**src/rtl/rstctl_pkg.sv**
```systemverilog
package rstctl_pkg;

  typedef enum logic [1:0] {
    RS_WATCH = 2'd0,
    RS_HOLD  = 2'd1,
    RS_DRAIN = 2'd2
  } rs_state_e;

  // True when one more strobe brings the tally to the limit.
  function automatic bit tally_done(int unsigned tally, int unsigned limit);
    return (tally + 1) >= limit;
  endfunction

  function automatic int unsigned tally_width(int unsigned a, int unsigned b);
    int unsigned m;
    m = (a > b) ? a : b;
    return (m < 2) ? 1 : $clog2(m + 1);
  endfunction

endpackage

```
**src/rtl/rstctl_sync.sv**
```systemverilog
module rstctl_sync #(
  parameter int STAGES = 2
) (
  input  logic clk,
  input  logic din,
  output logic dout
);
  logic [STAGES-1:0] shreg = '0;

  always_ff @(posedge clk) begin
    shreg <= {shreg[STAGES-2:0], din};
  end

  assign dout = shreg[STAGES-1];
endmodule

```
**src/rtl/rstctl_qual.sv**
```systemverilog
module rstctl_qual
  import rstctl_pkg::*;
#(
  parameter int QUAL_TICKS = 2,
  parameter int REL_TICKS  = 1
) (
  input  logic clk,
  input  logic mc_tick,
  input  logic sync_pin,
  input  logic pwr_up,
  output logic core_rst,
  output logic qual_hit,
  output logic rel_hit
);
  localparam int CNT_W = tally_width(QUAL_TICKS, REL_TICKS);

  rs_state_e        state = RS_WATCH;
  rs_state_e        state_nx;
  logic [CNT_W-1:0] cnt = '0;
  logic [CNT_W-1:0] cnt_nx;

  always_comb begin
    state_nx = state;
    cnt_nx   = cnt;
    qual_hit = 1'b0;
    rel_hit  = 1'b0;
    unique case (state)
      RS_WATCH: begin
        if (!sync_pin) begin
          cnt_nx = '0;
        end else if (mc_tick) begin
          if (tally_done(32'(cnt), QUAL_TICKS)) begin
            qual_hit = 1'b1;
            state_nx = RS_HOLD;
            cnt_nx   = '0;
          end else begin
            cnt_nx = cnt + CNT_W'(1);
          end
        end
      end
      RS_HOLD: begin
        if (!sync_pin) begin
          state_nx = RS_DRAIN;
          cnt_nx   = '0;
        end
      end
      RS_DRAIN: begin
        if (sync_pin) begin
          state_nx = RS_HOLD;
          cnt_nx   = '0;
        end else if (mc_tick) begin
          if (tally_done(32'(cnt), REL_TICKS)) begin
            rel_hit  = 1'b1;
            state_nx = RS_WATCH;
            cnt_nx   = '0;
          end else begin
            cnt_nx = cnt + CNT_W'(1);
          end
        end
      end
      default: begin
        state_nx = RS_WATCH;
        cnt_nx   = '0;
      end
    endcase
    if (pwr_up) begin
      state_nx = RS_HOLD;
      cnt_nx   = '0;
    end
  end

  always_ff @(posedge clk) begin
    state <= state_nx;
    cnt   <= cnt_nx;
  end

  assign core_rst = (state != RS_WATCH);


  rise_on_tick_chk: assert property (@(posedge clk) disable iff (pwr_up)
    $rose(core_rst) |-> ($past(pwr_up) || ($past(mc_tick) && $past(sync_pin))));


  fall_on_tick_chk: assert property (@(posedge clk) disable iff (pwr_up)
    $fell(core_rst) |-> ($past(mc_tick) && !$past(sync_pin) && !$past(pwr_up)));


  watch_cnt_range_chk: assert property (@(posedge clk) disable iff (pwr_up)
    (state == RS_WATCH) |-> (cnt < CNT_W'(QUAL_TICKS)));


  drain_rehigh_chk: assert property (@(posedge clk) disable iff (pwr_up)
    (state == RS_DRAIN && sync_pin) |=> core_rst);
endmodule

```
**src/rtl/rstctl_pof.sv**
```systemverilog
module rstctl_pof (
  input  logic clk,
  input  logic pwr_up,
  input  logic wr_en,
  input  logic wr_bit,
  output logic flag,
  output logic clr_evt
);
  logic flag_q = 1'b0;

  assign clr_evt = wr_en && !wr_bit && !pwr_up;

  always_ff @(posedge clk) begin
    if (pwr_up)       flag_q <= 1'b1;
    else if (clr_evt) flag_q <= 1'b0;
  end

  assign flag = flag_q;


  flag_after_pwr_chk: assert property (@(posedge clk) disable iff (pwr_up)
    $fell(pwr_up) |-> flag);


  flag_clear_cause_chk: assert property (@(posedge clk) disable iff (pwr_up)
    $fell(flag) |-> ($past(wr_en) && !$past(wr_bit)));


  flag_rise_cause_chk: assert property (@(posedge clk) disable iff (pwr_up)
    $rose(flag) |-> $past(pwr_up));
endmodule

```
**src/rtl/rstctl_top.sv**
```systemverilog
module rstctl_top #(
  parameter int SYNC_STAGES = 2,
  parameter int QUAL_TICKS  = 2,
  parameter int REL_TICKS   = 1
) (
  input  logic clk,
  input  logic mc_tick,
  input  logic rst_pin,
  input  logic pwr_up,
  input  logic reg_wr_en,
  input  logic reg_wr_bit,
  output logic core_rst,
  output logic pof_rd,
  output logic port_pullup
);
  logic sync_pin;
  logic qual_hit;
  logic rel_hit;
  logic pof_clr_evt;

  rstctl_sync #(.STAGES(SYNC_STAGES)) u_sync (
    .clk  (clk),
    .din  (rst_pin),
    .dout (sync_pin)
  );

  rstctl_qual #(.QUAL_TICKS(QUAL_TICKS), .REL_TICKS(REL_TICKS)) u_qual (
    .clk      (clk),
    .mc_tick  (mc_tick),
    .sync_pin (sync_pin),
    .pwr_up   (pwr_up),
    .core_rst (core_rst),
    .qual_hit (qual_hit),
    .rel_hit  (rel_hit)
  );

  rstctl_pof u_pof (
    .clk     (clk),
    .pwr_up  (pwr_up),
    .wr_en   (reg_wr_en),
    .wr_bit  (reg_wr_bit),
    .flag    (pof_rd),
    .clr_evt (pof_clr_evt)
  );

  assign port_pullup = core_rst;


  qual_sets_rst_chk: assert property (@(posedge clk) disable iff (pwr_up)
    qual_hit |=> core_rst);


  rel_clears_rst_chk: assert property (@(posedge clk) disable iff (pwr_up)
    rel_hit |=> !core_rst);


  pin_keeps_flag_chk: assert property (@(posedge clk) disable iff (pwr_up)
    (qual_hit || rel_hit) && !pof_clr_evt |=> $stable(pof_rd));
endmodule

```
**config.mk**
```make
export PLATFORM = sky130hd
export DESIGN_NAME = rstctl_top
export DESIGN_NICKNAME = d
export VERILOG_FILES = /design/src/rtl/rstctl_pkg.sv /design/src/rtl/rstctl_sync.sv /design/src/rtl/rstctl_qual.sv /design/src/rtl/rstctl_pof.sv /design/src/rtl/rstctl_top.sv
export SDC_FILE = /design/constraint.sdc
export NUM_CORES = 1
export LEC_CHECK = 0
export CAP_MARGIN = 20
export CORE_AREA = 5 5 42 44
export CTS_CLUSTER_SIZE = 25
export DETAILED_ROUTE_END_ITERATION = 8
export DIE_AREA = 0 0 47 49
export GPL_ROUTABILITY_DRIVEN = 0
export PLACE_DENSITY = 0.55
export SLEW_MARGIN = 20
export SYNTH_ARGS = -nofsm -noshare
export SYNTH_HDL_FRONTEND = slang
export SYNTH_HIERARCHICAL = 1
export SYNTH_SLANG_ARGS = --single-unit
```
**constraint.sdc**
```tcl
create_clock -name clk -period 2.2 [get_ports clk]
set_input_delay 0.44 -clock clk [delete_from_list [all_inputs] [get_ports clk]]
set_output_delay 0.44 -clock clk [all_outputs]
set_load 0.05 [all_outputs]
```
==> results of run 1 <==
-- flip-flops by register name, summed over array words and instances, names as in the netlist --
name	count
u_sync/shreg	2
u_pof/flag	1
u_qual/cnt	2
u_qual/state	2
-- metrics by stage --
stage / power, W / setup slack [ps] / hold slack, ps / area (um2) / util, %
5_1_grt: 0.000339 / 59.0 / 351 / 469 / 33.5
3_3_place_gp: 0.000208 / 401 / 311 / 443 / 31.6
4_1_cts: 0.000323 / 111 / 333 / 469 / 33.5
6_report: 0.000314 / 133 / 330 / 469 / 33.5
2_1_floorplan: 0.000186 / 638 / 310 / 350 / -
3_5_place_dp: 0.000208 / 386 / 321 / 443 / 31.6
-- area by class of cell --
type | count | area [um2]
well taps | 16 | 20.0
multi-input cells | 22 | 195
flip-flops and latches | 7 | 140
clock buffers | 4 | 26.3
fillers | 166 | 932
inverters | 2 | 7.51
repair buffers | 8 | 80.1
-- worst paths after layout --
check,startpoint,to,cells past startpoint
setup / recovery,u_qual/state[1],core_rst,2
setup reg to reg,u_qual/state[1],u_qual/state[0],3
hold reg to reg,u_sync/shreg[0],u_sync/shreg[1],0
hold / removal,u_sync/shreg[0],u_sync/shreg[1],0
-- per-layer routing --
layer | wire length (um) | GRT usage [%] | up-vias
met3 | 51 | 1.48 | 2
met1 | 209 | 7.05 | 110
met4 | 12 | 6.91 | 0
met2 | 263 | 8.14 | 7
met5 | 0 | 0 | -
li1 | - | - | 129
-- critical path: stages (launching register included) --
cell and delay [ps]:
dfxtp_1 420, or2_1 160, clkdlybuf4s50_1 810
-- power by group through the flow --
stage	Combinational, W	Sequential (W)	Clock (W)
floorplan	0.0000405	0.000146	0
finish	0.0000648	0.000140	0.000109
global placement	0.0000655	0.000143	0
detailed placement	0.0000656	0.000143	0
CTS	0.0000658	0.000140	0.000117
global route	0.0000693	0.000141	0.000129
==> flow_summary.yaml, run 1 <==
placed_design:
  io_buffers: 8
  dp_cells: 55
route:
  num_vias: 248
  drt-total-wl_um: 537
  ant_nets: 0
  drt-vias-per-instance: 4.20
  drtPass1Iterations: 4
  drc: 0
  wire_per_inst_um: 9.10
  initialDrtViolationCount: 1
cells_and_area:
  drive_above_1_share_pct: 20.9
  area_delta_synth_final_pct: 33.9
  nNetsFinal: 51
  antenna_cells: 0
  instances_no_fill: 59
  layout_commonest_cell: "clkdlybuf4s50_1"
  layout_common_cells: "clkdlybuf4s50_1, dfxtp_1, nand2b_1"
timing:
  fin_crit_sh_pct: 93.9
  fin_skew_ps: 6.34
  finalSetupViolations: 0
  post-route-min-period_ps: 2070
  relSlewSlack_pct: 66.8
  fmax_mhz: 484
  hold_violations: 0
  setup_tns_ps: 0
  maxSlewViolCount: 0
  rsz0062_at_grt: "no"
  worstMarginPinSlew_ps: 496
synthesis:
  synthesis.area_per_instance_um2: 10.9
  synth_nets: 39
  syn_area_um2: 350
  ys_warn_count: 6
  syn_inst: 32
min_path:
  min_path_type: "register to register"
floorplan:
  initial_utilization_pct: 25.0
  row_count: 14
  num_io_pins: 9
  die_w_um: 47
  core_mm2: 0.00140
  die-area_mm2: 0.00230
  die_y_um: 49
clocking:
  cts_tree: "built"
  cts_sinks: 7
  cts_root_buf: "clkbuf_4"
  path_clk_slew_ps: 50
  cts_max_level: 1
  numCtsBuffers: 3
  postCtsHoldBufs: 0
  clk-insertion-delay-late_ps: 240
  cts_max_path_buffers: 2
  cts_setup_buffers: 0
  cts_resized: 0
worst_setup_path:
  critPathMaxFanout: 6
  cp.required_ps: 1760
  worst_setup_path_start_kind: "register"
  cp-end-kind: "primary output"
  worstSetupPathType: "register to primary output"
  critPathArrivalTime_ps: 1630
  reg2reg_slack_ps: 1110
global_routing:
  track_usage_pct: 6.13
  grt-ovfl-total: 0
  antenna_found_initial: 0
  grt_pass1_vias: 239
  grt_first_pass_wirelength_um: 986
  grt_max_degree: 8
pwr:
  leakage_nw: 0.186
  power.density_mw_per_mm2: 668
  p_int_w: 0.000237
  swShare_pct: 24.3
  p_seq_share_pct: 44.7
  switching_power_w: 0.0000764
  share_comb_of_total_power_pct: 20.6
  clockPowerShare_pct: 34.7
  ir_drop_uv: 357
run:
  drv_cap: 0
run_status:
  status: "completed"
No activity file was read; power rests on OpenSTA's default activity.
==> run 2: changes to the inputs <==
--- a/config.mk
+++ b/config.mk
@@ -8,9 +8,8 @@
 export CAP_MARGIN = 20
 export CORE_AREA = 5 5 42 44
-export CTS_CLUSTER_SIZE = 25
 export DETAILED_ROUTE_END_ITERATION = 8
 export DIE_AREA = 0 0 47 49
 export GPL_ROUTABILITY_DRIVEN = 0
-export PLACE_DENSITY = 0.55
+export PLACE_DENSITY = 0.56
 export SLEW_MARGIN = 20
 export SYNTH_ARGS = -nofsm -noshare
==> constraint.sdc (replaced) <==
create_clock -name clk -period 1.8 [get_ports clk]
set_input_delay 0.36 -clock clk [delete_from_list [all_inputs] [get_ports clk]]
set_output_delay 0.36 -clock clk [all_outputs]
set_load 0.02 [all_outputs]
==> run 2 against run 1 <==
  * Cell count is the same
  * Sequential cell count unchanged
  * Largest cell class unchanged
  * Clock skew down 5.1 ps
  * Design area is 0.53% lower
  * Critical endpoint is now port_pullup
  * Highest routed layer unchanged
  * Count of clock-buffer cells in the layout did not move
==> flow_summary.yaml, run 2 (synthesis results as in run 1) <==
run_status:
  status: "completed"
global_routing:
  grt-ovfl-total: 0
  antenna_found_initial: 0
  track_usage_pct: 6.21
  use_met3_pct: 2.95
  grt_max_degree: 8
  grtUsageMet1_pct: 6.18
  grt.busiest_layer: "met4"
  grt_pass1_vias: 250
  grt_use_met2_pct: 7.69
  grt_first_pass_wirelength_um: 945
timing:
  fmax_mhz: 654
  hold_violations: 0
  finalSetupViolations: 0
  relSlewSlack_pct: 85.4
  fin_skew_ps: 1.26
  rsz0062_at_grt: "no"
  setup_tns_ps: 0
  worstMarginPinSlew_ps: 218
  post-route-min-period_ps: 1530
  fin_crit_sh_pct: 85.0
  maxSlewViolCount: 0
route:
  drt-total-wl_um: 548
  initialDrtViolationCount: 1
  num_vias: 252
  drt-vias-per-instance: 4.27
  drc: 0
  wire_per_inst_um: 9.29
  drtPass1Iterations: 3
  ant_nets: 0
floorplan:
  die-area_mm2: 0.00230
  core_mm2: 0.00140
  num_io_pins: 9
  row_count: 14
  die_w_um: 47
  die_y_um: 49
  initial_utilization_pct: 25.0
clocking:
  cts_tree: "built"
  path_clk_slew_ps: 50
  cts_max_level: 1
  clk-insertion-delay-late_ps: 250
  postCtsHoldBufs: 0
  cts_root_buf: "clkbuf_4"
  cts_sinks: 7
  numCtsBuffers: 3
  cts_max_path_buffers: 2
cells_and_area:
  final_cell_area_um2: 467
  drive_above_1_share_pct: 20.9
  regArea_um2: 140
  antenna_cells: 0
  fillers: 164
  nNetsFinal: 51
  multi_input_area_um2: 195
  area_delta_synth_final_pct: 33.2
  largest_registers: "u_qual/cnt: 2 flops, u_qual/state: 2 flops, u_sync/shreg: 2 flops"
  layout_common_cells: "dfxtp_1, nand2b_1, clkdlybuf4s50_1"
worst_setup_path:
  worstSetupPathType: "register to primary output"
  critPathMaxFanout: 6
  cp-end-kind: "primary output"
  reg2reg_slack_ps: 730
  reg2reg_to: "u_qual/state[0]"
  worst_setup_path_start_kind: "register"
  critPathArrivalTime_ps: 1170
  cp.required_ps: 1440
  reg2regPathDepth: 3
  r2r-start: "u_qual/state[0]"
pwr:
  power.density_mw_per_mm2: 799
  ir_drop_uv: 376
  leakage_nw: 0.185
min_path:
  min_to: "u_sync/shreg[1]"
  min_path_type: "register to register"
  holdPathStages: 0
  min-delay-start: "u_sync/shreg[0]"
placed_design:
  post_dp_cell_area_um2: 443
  io_buffers: 8
run:
  drv_cap: 0
run 2: cell types whose count changed in the layout (fill, tap and decap cells not counted):
cell,delta
clkdlybuf4s50_1,-2
dlygate4sd2_1,+2
run 2: stage by stage:
step | worst slack (ps) | hold slack [ps] | utilization (%) | std cells | total power (W)
after global placement | 266 | 311 | 31.6 | 55 | 0.000242
after floorplan | 604 | 310 | - | 32 | 0.000215
after global routing | 175 | 343 | 33.3 | 59 | 0.000405
after detailed placement | 259 | 317 | 31.6 | 55 | 0.000242
final | 271 | 326 | 33.3 | 59 | 0.000373
after CTS | 245 | 329 | 33.3 | 59 | 0.000385
run 2: report_power, final:
part	internal (W)	switching, W
clock network	0.0000843	0.0000539
logic	0.0000395	0.0000240
registers	0.000164	0.00000747
total	0.000287	0.0000853
run 2: cell type report:
| type | count | share of cell area [%] |
|---|---|---|
| clock buffers | 4 | 5.63 |
| flip-flops and latches | 7 | 30.0 |
| well taps | 16 | 4.29 |
| multi-input cells | 22 | 41.8 |
| inverters | 2 | 1.61 |
| repair buffers | 8 | 16.6 |
run 2: how the worst max path moves through the flow:
stage | from | end | slack, ps | cells past startpoint
floorplan | u_qual/state[1] | port_pullup | 600 | 2
global placement | u_qual/state[1] | port_pullup | 270 | 2
detailed placement | u_qual/state[1] | port_pullup | 260 | 2
CTS | u_qual/state[0] | port_pullup | 250 | 2
global route | u_qual/state[1] | core_rst | 170 | 2
finish | u_qual/state[0] | port_pullup | 270 | 2
run 2: timing repair:
action,4_1_cts,5_1_grt
hold endpoints to repair,0,0
setup endpoints to repair,2,0
setup buffers,0,0
resized for setup,2,0
run 2: layer usage:
metal | up-vias | wire (um)
li1 | 129 | -
met1 | 111 | 237
met2 | 10 | 235
met3 | 2 | 52
met4 | 0 | 22
met5 | - | 0
run 2: worst max-delay path, cell delays in order, from the launching register on:
cell and delay [ps]:
dfxtp_1 340, or2_1 260, dlygate4sd2_1 330
